**src/rtl/vic_pkg.sv**
```systemverilog
package vic_pkg;
    localparam int REG_COUNT  = 8;
    localparam int MAST_W     = 2;
    localparam int MAST_IRQ   = 0;
    localparam int MAST_HW    = 1;

    typedef enum logic [2:0] {
        OFF_STAT  = 3'd0,
        OFF_PEND  = 3'd1,
        OFF_EN    = 3'd2,
        OFF_ACK   = 3'd3,
        OFF_SETEN = 3'd4,
        OFF_CLREN = 3'd5,
        OFF_VEC   = 3'd6,
        OFF_MAST  = 3'd7
    } reg_off_e;
endpackage

```
**src/rtl/vic_src_cell.sv**
```systemverilog
module vic_src_cell #(
    parameter bit IS_EDGE = 1'b0
) (
    input  logic hw_en,
    input  logic line_now,
    input  logic line_prev,
    input  logic stat_cur,
    output logic stat_next
);
    generate
        if (IS_EDGE) begin : g_edge
            always_comb stat_next = stat_cur | (hw_en & line_now & ~line_prev);
        end else begin : g_level
            logic unused_prev;
            assign unused_prev = line_prev;
            always_comb stat_next = hw_en ? line_now : stat_cur;
        end
    endgenerate
endmodule

```
**src/rtl/vic_lowest_index.sv**
```systemverilog
module vic_lowest_index #(
    parameter int WIDTH = 32,
    parameter int IDX_W = $clog2(WIDTH)
) (
    input  logic [WIDTH-1:0] req,
    output logic             found,
    output logic [IDX_W-1:0] idx
);
    always_comb begin
        found = 1'b0;
        idx   = '0;
        for (int i = WIDTH - 1; i >= 0; i--) begin
            if (req[i]) begin
                found = 1'b1;
                idx   = IDX_W'(i);
            end
        end
    end
endmodule

```
**src/rtl/vec_irq_ctrl.sv**
```systemverilog
module vec_irq_ctrl
    import vic_pkg::*;
#(
    parameter int                 NUM_SRC   = 32,
    parameter int                 DATA_W    = 32,
    parameter int                 ADDR_W    = 4,
    parameter logic [NUM_SRC-1:0] EDGE_MASK = NUM_SRC'(32'hFFFF_0000)
) (
    input  logic               clk,
    input  logic               rst_n,
    input  logic [NUM_SRC-1:0] irq_in,
    input  logic               bus_we,
    input  logic [ADDR_W-1:0]  bus_addr,
    input  logic [DATA_W-1:0]  bus_wdata,
    output logic [DATA_W-1:0]  bus_rdata,
    output logic               irq_out
);
    localparam int IDX_W = $clog2(NUM_SRC);

    typedef struct packed {
        logic [NUM_SRC-1:0] stat;
        logic [NUM_SRC-1:0] en;
        logic [MAST_W-1:0]  mast;
        logic               mute;
        logic [NUM_SRC-1:0] prev;
    } state_t;

    state_t st_q, st_d;

    logic               in_range;
    reg_off_e           off;
    logic [NUM_SRC-1:0] wdat;
    logic [NUM_SRC-1:0] src_next;
    logic [NUM_SRC-1:0] pend;
    logic               vec_found;
    logic [IDX_W-1:0]   vec_idx;
    logic [DATA_W-1:0]  vec_val;

    assign in_range = (bus_addr < ADDR_W'(REG_COUNT));
    assign off      = reg_off_e'(bus_addr[2:0]);
    assign wdat     = bus_wdata[NUM_SRC-1:0];

    // Per-line status next state from the request lines
    for (genvar g = 0; g < NUM_SRC; g++) begin : g_src
        vic_src_cell #(.IS_EDGE(EDGE_MASK[g])) u_cell (
            .hw_en     (st_q.mast[MAST_HW]),
            .line_now  (irq_in[g]),
            .line_prev (st_q.prev[g]),
            .stat_cur  (st_q.stat[g]),
            .stat_next (src_next[g])
        );
    end

    assign pend = st_q.stat & st_q.en;

    vic_lowest_index #(.WIDTH(NUM_SRC), .IDX_W(IDX_W)) u_find (
        .req   (pend),
        .found (vec_found),
        .idx   (vec_idx)
    );

    assign vec_val = vec_found ? DATA_W'(vec_idx) : '1;

    always_comb begin
        st_d      = st_q;
        st_d.stat = src_next;
        st_d.prev = irq_in;
        if (bus_we && in_range) begin
            case (off)
                OFF_STAT:  st_d.stat = wdat;
                OFF_ACK:   st_d.stat = src_next & ~wdat;
                OFF_EN:    st_d.en   = wdat;
                OFF_SETEN: st_d.en   = st_q.en | wdat;
                OFF_CLREN: st_d.en   = st_q.en & ~wdat;
                OFF_MAST:  st_d.mast = bus_wdata[MAST_W-1:0];
                default:   ;
            endcase
        end
        if (!st_q.mast[MAST_HW] && (irq_in != st_q.prev)) begin
            st_d.mute = 1'b1;
        end else if (bus_we) begin
            st_d.mute = 1'b0;
        end
    end

    always_ff @(posedge clk or negedge rst_n) begin
        if (!rst_n) begin
            st_q <= '0;
        end else begin
            st_q <= st_d;
        end
    end

    always_comb begin
        bus_rdata = '0;
        if (in_range) begin
            case (off)
                OFF_STAT: bus_rdata[NUM_SRC-1:0] = st_q.stat;
                OFF_PEND: bus_rdata[NUM_SRC-1:0] = pend;
                OFF_EN:   bus_rdata[NUM_SRC-1:0] = st_q.en;
                OFF_VEC:  bus_rdata              = vec_val;
                OFF_MAST: bus_rdata[MAST_W-1:0]  = st_q.mast;
                default:  bus_rdata              = '0;
            endcase
        end
    end

    assign irq_out = st_q.mast[MAST_IRQ] & (|pend) & ~st_q.mute;

    // Checks
    logic [NUM_SRC-1:0] below_mask;
    assign below_mask = (NUM_SRC'(1) << vec_idx) - NUM_SRC'(1);

    AST_VEC_LOWEST: assert property (@(posedge clk) disable iff (!rst_n)
        (|pend) |-> (pend[vec_idx] && ((pend & below_mask) == '0)));
    AST_VEC_EMPTY: assert property (@(posedge clk) disable iff (!rst_n)
        !(|pend) |-> (vec_val == '1));
    AST_IRQ_NEEDS_MASTER: assert property (@(posedge clk) disable iff (!rst_n)
        irq_out |-> (st_q.mast[MAST_IRQ] && (st_q.stat & st_q.en) != '0));
    AST_ACK_CLEARS: assert property (@(posedge clk) disable iff (!rst_n)
        (bus_we && bus_addr == ADDR_W'(OFF_ACK)) |=>
            ((st_q.stat & $past(wdat)) == '0));
    AST_SETEN_SETS: assert property (@(posedge clk) disable iff (!rst_n)
        (bus_we && bus_addr == ADDR_W'(OFF_SETEN)) |=>
            ((st_q.en & $past(wdat)) == $past(wdat)));
    AST_CLREN_CLEARS: assert property (@(posedge clk) disable iff (!rst_n)
        (bus_we && bus_addr == ADDR_W'(OFF_CLREN)) |=>
            ((st_q.en & $past(wdat)) == '0));
    AST_STAT_WRITE_WINS: assert property (@(posedge clk) disable iff (!rst_n)
        (bus_we && bus_addr == ADDR_W'(OFF_STAT)) |=> (st_q.stat == $past(wdat)));
    AST_HW_OFF_HOLD: assert property (@(posedge clk) disable iff (!rst_n)
        (!st_q.mast[MAST_HW] && !(bus_we && (bus_addr == ADDR_W'(OFF_STAT) ||
                                             bus_addr == ADDR_W'(OFF_ACK))))
            |=> $stable(st_q.stat));
    AST_HW_OFF_MUTE: assert property (@(posedge clk) disable iff (!rst_n)
        (!st_q.mast[MAST_HW] && (irq_in != st_q.prev)) |=> !irq_out);
    AST_OUT_OF_RANGE_ZERO: assert property (@(posedge clk) disable iff (!rst_n)
        !in_range |-> (bus_rdata == '0));
endmodule

```
**config.mk**
```make
export PLATFORM = sky130hd
export DESIGN_NAME = vec_irq_ctrl
export DESIGN_NICKNAME = d
export VERILOG_FILES = /design/src/rtl/vic_pkg.sv /design/src/rtl/vic_src_cell.sv /design/src/rtl/vic_lowest_index.sv /design/src/rtl/vec_irq_ctrl.sv
export SDC_FILE = /design/constraint.sdc
export NUM_CORES = 1
export LEC_CHECK = 0
export ABC_AREA = 0
export BUFFER_PORTS_ARGS = -buffer_cell sky130_fd_sc_hd__buf_2
export CAP_MARGIN = 20
export CORE_ASPECT_RATIO = 0.5
export CORE_UTILIZATION = 51
export DETAILED_ROUTE_END_ITERATION = 16
export PLACE_DENSITY = 0.76
export SYNTH_ARGS = -nofsm -noshare
export SYNTH_HDL_FRONTEND = slang
export SYNTH_SLANG_ARGS = --single-unit
export TNS_END_PERCENT = 30
```
**constraint.sdc**
```tcl
create_clock -name clk -period 2 [get_ports clk]
set_input_delay 0.4 -clock clk [delete_from_list [all_inputs] [get_ports clk]]
set_output_delay 0.4 -clock clk [all_outputs]
set_load 0.1 [all_outputs]
```
==> impl_metrics.ini, run 1 <==
[logic_synthesis]
syn_area_um2 = 6040
synth_edf_count = 0
synth.most_common_cell = dfrtp_1
synth_cells = 687
synth_area_leaders = dfrtp_1 (41%), a21oi_1 (6.3%), o21ai_0 (5.6%)
netlist.area_leader.share = 0.410
ys_dominant_reg_cell = dfrtp_1
yosys_register_bits = 99
synth_area_per_cell_um2 = 8.80
syn-num-nets = 758
yosysTopAreaCell = dfrtp_1
synth_commonest_cells = dfrtp_1 (99), a21oi_1 (76), nand2_1 (70)
yosysWarnings = 0
synthDistinctLibCells = 52
async_reset_ff_frac = 1.00
ys_seq_area_frac = 0.410

[sta]
relSlewSlack = 0.659
finClkSkew_ns = 0.00464
finalWorstSetupSlack_ns = -0.756
rsz0062_at_grt = yes
timing.hold.ws_ns = -0.00120
worst_pin_slew_ns = 0.504
finalCriticalPeriod_ns = 2.76
fin_setup_tns_ns = -21.86
final_max_slew_viol_count = 0
hold_violations = 1
finalSetupViolCount = 33
fmaxAchievable_mhz = 363
min_period_over_period = 1.38

[finish]
num_antenna_cells = 0
filler_cell_count = 774
final_nets = 968
drive_gt1_frac = 0.353
final_util = 0.771
largest_reg_flops = 99
largest_register = st_q
multi_input_comb_area_um2 = 3490
regArea_um2 = 2480
area_delta_synth_final_pct = 43.5
reg_top3 = st_q: 99 flops

[place]
place.detailed.hpwl_um = 15500
dp_slack_ns = -0.415
port_buffers = 103
place_congestion = 0.993

[routing]
dr.first_iter.drc_count = 878
dr.pass1.iters = 5
vias = 6578
route.detailed.drc = 0
vias_per_cell = 6.21
postRouteAntennaNets = 0
routed_wl_um = 21500
drt-wirelength-per-cell_um = 20.3

[clock_network]
cts_tree = yes
clock-sinks = 99
root_buffer = clkbuf_16
hold_buffers = 0
h-tree-depth = 3
cts_made_buffers = 9
clock_latency_ns = 0.36
clock_path_buffers = 2
clk_pin_slew_ns = 0.07

[setup_path]
critPathMostFrequentCell = buf_12
cp-start-kind = flop
arrival_ns = 2.36
cp_slowest_stage_delay_ns = 0.42
path_cells = a22oi_4, nand4_4, nor4_4, nor2b_4, buf_12, o311ai_4, a21oi_4, buf_12
endpoint_kind = output pin
cp_max_fo = 10
cp_slowest_cell = dfrtp_1
rrSetupSlack_ns = 0.21
r2r-start = st_q[25]
reg2reg_to = st_q[32]
crit_required_ns = 1.60
reg2reg_depth = 7
path_class = flop to output pin

[min_path]
hp-class = input port to async pin

[global_route]
grt_start_max_net_pins = 37
gr-total-overflow = 0
grt_pass1_wl_um = 34000
grt_antenna_before_repair = 0
grt_pass1_vias = 6361
grt_util_all_layers = 0.366

[die]
core_um2 = 11200
placementRows = 27
io_pins = 104
dieArea_um2 = 12300
die_h_um = 79.0
initial_core_util = 0.537
fp.dieW_um = 156

[power_and_ir_drop]
p_leak_nw = 3.78
seq_power_share = 0.341
p_switching_mw = 2.98
sw_frac_of_total = 0.369
pwr-share-comb = 0.423
p_int_mw = 5.11
p_per_area_nw_per_um2 = 933
vdd_drop_max_v = 0.000518
total_power_mw = 8.09
pwr-share-clk = 0.236

[job]
drv_cap = 0

[run_status]
violations = hold timing, setup timing
status = finished, violations left
==> cell families (layout without fill, tap and decap cells) <==
logic type	count (synthesis)	in the layout	share of synthesized area
xor gates and xnor gates	22	22	0.0319
DFF	99	99	0.410
buffers and inverters	59	273	0.0484
muxes	16	16	0.0265
AOI/OAI and AO/OA	281	281	0.307
and+or+nand+nor	210	210	0.176
==> power groups by stage <==
stage | clock, mW | combinational (mW) | sequential [mW]
finish | 1.91 | 3.43 | 2.76
floorplan | 0 | 1.63 | 2.77
CTS | 1.91 | 3.34 | 2.74
detailed placement | 0 | 3.25 | 2.75
global route | 1.99 | 3.64 | 2.79
global placement | 0 | 3.16 | 2.73
==> cell type report <==
type | instances | area share
well taps | 159 | 0.0229
flip-flops and latches | 99 | 0.286
clock inverters | 5 | 0.00981
multi-input cells | 529 | 0.402
clock buffers | 10 | 0.0264
repair buffers | 244 | 0.247
inverters | 14 | 0.00606
==> through the flow <==
step	instance area [um2]	std cells	hold WS, ns
floorplan	6180	687	0.104
global placement	8260	1040	0.387
detailed placement	8260	1040	0.394
CTS	8640	1057	0.0147
global route	8670	1060	0.0351
finish	8670	1060	-0.00120
==> what timing repair did <==
action,CTS,global route
resized for setup,14,2
setup buffers,2,3
pin swaps,11,6
endpoints found under the setup margin,33,33
==> how the worst max path moves through the flow <==
stage | startpoint | end | slack, ns | depth (start not counted)
3_5_place_dp | st_q[53] | bus_rdata[1] | -0.41 | 8
2_1_floorplan | st_q[90] | irq_out | -0.53 | 4
3_3_place_gp | st_q[94] | bus_rdata[0] | -0.36 | 7
4_1_cts | st_q[76] | bus_rdata[1] | -0.79 | 8
6_report | st_q[44] | bus_rdata[1] | -0.76 | 8
5_1_grt | st_q[94] | bus_rdata[1] | -0.84 | 8
==> worst max-delay path: cells and delay by family, from the launching register on <==
kind / cells / cell delay, ns
simple gates: 3 / 0.70
buf+inv: 2 / 0.35
compound gates: 3 / 0.51
flops: 1 / 0.42
==> metal layers <==
layer  up-vias  GRT usage  wire [um]
met1      3162      0.498       8830
met5         -          0          0
li1       2945          -          -
met4         0      0.145        608
met3        65     0.0912       2540
met2       406      0.562       9510
==> cell usage in the layout, fill, tap and decap left out, types with 5 or more instances in the layout <==
cell,n
buf_4,135
dfrtp_1,99
a21oi_1,73
buf_2,69
nand2_1,68
o21ai_0,67
buf_12,38
nor2_1,32
nand2b_1,25
nor2b_1,25
nor3_1,25
o21a_2,22
a22o_1,20
a32oi_1,17
xor2_1,17
mux2i_1,16
inv_1,14
o21ai_1,14
a211o_1,9
clkbuf_16,9
o21a_4,7
nor4_1,7
nand3_1,6
a31oi_1,6
a22oi_1,5
a22oi_2,5
xnor2_1,5
(Power assumes the default switching activity.)
==> run 2: changes to the inputs <==
--- a/config.mk
+++ b/config.mk
@@ -9,9 +9,11 @@
 export BUFFER_PORTS_ARGS = -buffer_cell sky130_fd_sc_hd__buf_2
 export CAP_MARGIN = 20
 export CORE_ASPECT_RATIO = 0.5
+export CORE_MARGIN = 2
 export CORE_UTILIZATION = 51
 export DETAILED_ROUTE_END_ITERATION = 16
 export PLACE_DENSITY = 0.76
+export SKIP_LAST_GASP = 1
 export SYNTH_ARGS = -nofsm -noshare
 export SYNTH_HDL_FRONTEND = slang
 export SYNTH_SLANG_ARGS = --single-unit
==> run 2 against run 1 <==
Compared with the run above: the run ends with setup timing left; power barely moved; sequential share of layout area decreased by 0.52 points; worst hold slack better by 0.15 ns; critical endpoint unchanged.
==> impl_metrics.ini, run 2 (synthesis results as in run 1) <==
[run_status]
status = finished, violations left
violations = setup timing

[routing]
routed_wl_um = 22700
vias = 6811
dr.first_iter.drc_count = 808
dr.pass1.iters = 6
drt-wirelength-per-cell_um = 21.1
vias_per_cell = 6.35
postRouteAntennaNets = 0
route.detailed.drc = 0

[sta]
worst_pin_slew_ns = 0.456
rsz0062_at_grt = yes
relSlewSlack = 0.691
finalWorstSetupSlack_ns = -0.796
final_max_slew_viol_count = 0
finalSetupViolCount = 33
finalCriticalPeriod_ns = 2.80
fmaxAchievable_mhz = 358
min_period_over_period = 1.40
hold_violations = 0
finClkSkew_ns = 0.00894

[clock_network]
h-tree-depth = 3
clock_path_buffers = 2
root_buffer = clkbuf_16
clock_latency_ns = 0.36
cts_tree = yes
cts_made_buffers = 9
clk_pin_slew_ns = 0.07
clock-sinks = 99

[finish]
num_antenna_cells = 0
reg_top3 = st_q: 99 flops
layout_common_cells = buf_4 (133), dfrtp_1 (99), a21oi_1 (73)
drive_gt1_frac = 0.357
layout_commonest_cell = buf_4
filler_cell_count = 807
largest_reg_flops = 99
area_delta_synth_final_pct = 46.1
fin_cells = 1073
final_nets = 974
regArea_um2 = 2480
multi_input_comb_area_um2 = 3500
largest_register = st_q
fin_area_um2 = 8830

[place]
port_buffers = 103
placed_cells = 1047
dp_slack_ns = -0.439
place.detailed.hpwl_um = 15600
place_area_um2 = 8340
place_congestion = 0.962

[power_and_ir_drop]
p_per_area_nw_per_um2 = 916
p_leak_nw = 3.85
vdd_drop_max_v = 0.000434

[global_route]
grt_pass1_vias = 6595
gr-total-overflow = 0
grt_start_max_net_pins = 39
grt_pass1_wl_um = 34600
grt_antenna_before_repair = 0
grt_util_all_layers = 0.360

[die]
die_h_um = 81.0
placementRows = 28
core_um2 = 11700
io_pins = 104
initial_core_util = 0.517
fp.dieW_um = 158
dieArea_um2 = 12800

[setup_path]
arrival_ns = 2.40
path_class = flop to output pin
cp-start-kind = flop
cp_max_fo = 2
crit_required_ns = 1.60
endpoint_kind = output pin

[job]
drv_cap = 0

[min_path]
hp-class = input port to flop
[run 2: worst paths after layout]
| check | from | to | slack [ns] | cells after the start |
|---|---|---|---|---|
| max in group asynchronous | rst_n | st_q[80] | 0.88 | 3 |
| worst min-delay path | irq_in[16] | st_q[16] | 0.15 | 1 |
| worst max-delay path | st_q[84] | bus_rdata[1] | -0.80 | 10 |
| worst min register to register | st_q[35] | st_q[35] | 0.54 | 1 |
| worst max register to register | st_q[25] | st_q[32] | 0.15 | 7 |
| min in group asynchronous | rst_n | st_q[22] | 0.49 | 2 |
[run 2: critical path, stage by stage, from the launching register on]
cell and delay, ns:
dfrtp_1 0.39, a22oi_2 0.21, buf_4 0.15, nand4_1 0.19, nor4_4 0.21, nor2b_4 0.22
buf_12 0.12, buf_12 0.10, o311ai_4 0.08, a21oi_4 0.17, buf_12 0.19
[run 2: through the flow]
step           power [mW]  setup TNS, ns  hold slack, ns   util
3_3_place_gp         5.90         -12.32           0.341  0.713
2_1_floorplan        4.40         -13.84           0.104      -
3_5_place_dp         6.02         -13.20           0.343  0.713
5_1_grt              8.42         -26.40           0.157  0.755
6_report             8.09         -24.65           0.154  0.755
4_1_cts              7.92         -24.27           0.153  0.750
[run 2: repair_timing]
item,CTS,global route
endpoints found under the hold margin,25,0
resized for setup,8,6
pin swaps,4,2
setup endpoints to repair,33,33
setup buffers,5,3
hold buffers,1,0
cloned,1,1
[run 2: metal layers]
metal  GRT usage  up-vias  wire [um]
met4       0.144        0        894
met1       0.486     3281       9070
met3      0.0742       96       2580
met5           0        -          0
li1            -     2955          -
met2       0.577      479      10200
[run 2: layout make-up]
class / instances / share of cell area
inverter: 14 / 0.00595
sequential: 99 / 0.280
timing repair buffer: 250 / 0.260
multi-input combinational: 529 / 0.396
clock inverter: 7 / 0.00921
clock buffer: 9 / 0.0255
tap: 165 / 0.0234
[run 2: power by group]
| group | internal, mW | switching (mW) | leakage, nW | total (mW) |
|---|---|---|---|---|
| sequential | 2.38 | 0.365 | 1.16 | 2.75 |
| combinational | 1.65 | 1.86 | 2.54 | 3.50 |
| clock | 0.991 | 0.848 | 0.152 | 1.84 |
| total | 5.02 | 3.07 | 3.85 | 8.09 |
==> run 3: changes to the inputs <==
--- a/config.mk
+++ b/config.mk
@@ -5,14 +5,14 @@
 export SDC_FILE = /design/constraint.sdc
 export NUM_CORES = 1
 export LEC_CHECK = 0
-export ABC_AREA = 0
+export ABC_AREA = 1
 export BUFFER_PORTS_ARGS = -buffer_cell sky130_fd_sc_hd__buf_2
 export CAP_MARGIN = 20
 export CORE_ASPECT_RATIO = 0.5
 export CORE_MARGIN = 2
 export CORE_UTILIZATION = 51
 export DETAILED_ROUTE_END_ITERATION = 16
-export PLACE_DENSITY = 0.76
+export PLACE_DENSITY = 0.77
 export SKIP_LAST_GASP = 1
 export SYNTH_ARGS = -nofsm -noshare
 export SYNTH_HDL_FRONTEND = slang
==> run 3 against run 2 <==
Compared with the run above: the flow still finishes with violations (setup timing); synthesized area is 8.8% lower; die area is 8.5% lower; design area is 5.6% lower; register-to-register slack worse by 0.17 ns; critical path depth grew 24; clock power is 12% higher; via count down 2.1%; first-iteration DRC count fell by 7.1%; combinational power up 5%; critical path type unchanged.
==> impl_metrics.ini, run 3 <==
[power_and_ir_drop]
p_switching_mw = 3.24
p_leak_nw = 4.04
pwr-share-comb = 0.434
total_power_mw = 8.47
vdd_drop_max_v = 0.000502
p_int_mw = 5.23
seq_power_share = 0.322
p_per_area_nw_per_um2 = 1020
pwr-share-clk = 0.243
sw_frac_of_total = 0.383

[logic_synthesis]
synth.most_common_cell = a21oi_1
ys_dominant_reg_cell = dfrtp_1
syn-num-nets = 781
synth_area_per_cell_um2 = 7.76
synth_area_leaders = dfrtp_1 (45%), a21oi_1 (9.4%), o22ai_1 (8.3%)
yosysWarnings = 0
synth_edf_count = 0
netlist.area_leader.share = 0.450
synth_commonest_cells = a21oi_1 (104), dfrtp_1 (99), nand2_1 (93)
synthDistinctLibCells = 32
synth_cells = 710
ys_seq_area_frac = 0.450
syn_area_um2 = 5510
yosys_register_bits = 99
async_reset_ff_frac = 1.00
yosysTopAreaCell = dfrtp_1

[sta]
finalWorstSetupSlack_ns = -1.30
fmaxAchievable_mhz = 303
relSlewSlack = 0.631
finClkSkew_ns = 0.00775
hold_violations = 0
finalSetupViolCount = 34
min_period_over_period = 1.65
final_max_slew_viol_count = 0
fin_setup_tns_ns = -28.40
finalCriticalPeriod_ns = 3.30
rsz0062_at_grt = yes
worst_pin_slew_ns = 0.553

[die]
dieArea_um2 = 11700
core_um2 = 10300
placementRows = 26
io_pins = 104
die_h_um = 77.5
fp.dieW_um = 151
initial_core_util = 0.533

[job]
drv_cap = 0

[finish]
layout_common_cells = buf_4 (126), dfrtp_1 (99), inv_1 (91)
regArea_um2 = 2480
layout_commonest_cell = buf_4
final_nets = 995
final_util = 0.806
drive_gt1_frac = 0.360
num_antenna_cells = 0
multi_input_comb_area_um2 = 2840
fin_area_um2 = 8340
fin_cells = 1068
largest_register = st_q
area_delta_synth_final_pct = 51.3
filler_cell_count = 633
largest_reg_flops = 99
reg_top3 = st_q: 99 flops

[setup_path]
cp_max_fo = 2
cp-start-kind = flop
cp_slowest_cell = dfrtp_1
critPathMostFrequentCell = nand2_1
path_delay_family = simple AND/OR/NAND/NOR gates
endpoint_kind = output pin
cp_slowest_stage_delay_ns = 0.41
path_class = flop to output pin
crit_required_ns = 1.60
worst-path-buf-inv = 1
arrival_ns = 2.90

[place]
placed_cells = 1044
place_area_um2 = 7860
port_buffers = 103
place_congestion = 0.946
place.detailed.hpwl_um = 13800

[global_route]
grt_start_max_net_pins = 39
grt_antenna_before_repair = 0
grt_pass1_vias = 6598
grt_util_all_layers = 0.372
gr-total-overflow = 0
grt_pass1_wl_um = 33300

[clock_network]
cts_made_buffers = 9
cts_tree = yes
clock_path_buffers = 2
clock-sinks = 99
h-tree-depth = 3
clk_pin_slew_ns = 0.07
root_buffer = clkbuf_16
clock_latency_ns = 0.36

[routing]
route.detailed.drc = 0
dr.first_iter.drc_count = 751
drt-wirelength-per-cell_um = 20.2
dr.pass1.iters = 7
postRouteAntennaNets = 0
vias_per_cell = 6.24
routed_wl_um = 21500
vias = 6667

[run_status]
violations = setup timing
status = finished, violations left

[min_path]
hp-class = input port to flop
[run 3: cell count changes in the layout (fill, tap and decap cells not counted), sizes merged, moves of 16 or more]
cell and change:
mux2i -16, nor3 -23, a32oi -17, o21ai -53
inv +84, a21oi +29, nand2b -26, o21a -33
nand2 +44, nor2 +45, nor2b -28, o22ai +71
a22o -20
[run 3: metal layers]
| layer | part of all wire | global-route usage |
|---|---|---|
| met2 | 0.45 | 0.590 |
| met5 | 0 | 0 |
| met4 | 0.045 | 0.170 |
| met1 | 0.38 | 0.486 |
| met3 | 0.12 | 0.0906 |
[run 3: path summary, 6_finish.rpt]
kind	slack (ns)	from	end	depth (start not counted)
max in group asynchronous	0.86	rst_n	st_q[20]	3
worst max register to register	-0.02	st_q[28]	st_q[32]	6
worst min-delay path	0.16	irq_in[22]	st_q[22]	1
worst max-delay path	-1.30	st_q[97]	bus_rdata[0]	34
min in group asynchronous	0.51	rst_n	st_q[45]	2
worst min register to register	0.53	st_q[33]	st_q[33]	2
[run 3: area by class of cell]
cell class              count  area share
inverters                  99      0.0449
clock buffers               9      0.0270
multi-input cells         475       0.341
flip-flops and latches     99       0.297
repair buffers            240       0.256
clock inverters             6      0.0135
well taps                 140      0.0210
[run 3: what timing repair did]
item / 4_1_cts / 5_1_grt
hold buffers: 1 / 0
cloned: 0 / 0
setup endpoints to repair: 33 / 34
buffers inserted: 4 / 4
pin swaps: 8 / 10
endpoints found under the hold margin: 24 / 0
resized for setup: 9 / 12
[run 3: cells by family (layout without fill, tap and decap cells)]
logic type	count (synthesis)	after routing	share of synthesized area
AND/OR/NAND/NOR	212	212	0.167
XOR/XNOR	12	12	0.0191
flip-flops	99	99	0.450
buffers and inverters	136	354	0.0926
AO/OA/AOI/OAI	251	251	0.272
[run 3: power by group through the flow]
stage          clock, mW  sequential, mW  combinational [mW]
2_1_floorplan          0            2.74                1.78
3_3_place_gp           0            2.71                3.25
3_5_place_dp           0            2.74                3.32
4_1_cts             2.03            2.70                3.42
5_1_grt             2.11            2.77                3.88
6_report            2.06            2.73                3.68
[run 3: worst register-to-register path: cells and delay by family (launching register included)]
kind            cells  cell delay [ns]
compound gates      3             0.70
simple gates        2             0.59
flops               1             0.39
buf+inv             1             0.21
[run 3: per-stage QoR]
stage	hold WS, ns	setup WS, ns
2_1_floorplan	0.104	-0.755
3_3_place_gp	0.344	-0.737
3_5_place_dp	0.350	-0.786
4_1_cts	0.162	-1.17
5_1_grt	0.158	-1.50
6_report	0.155	-1.30
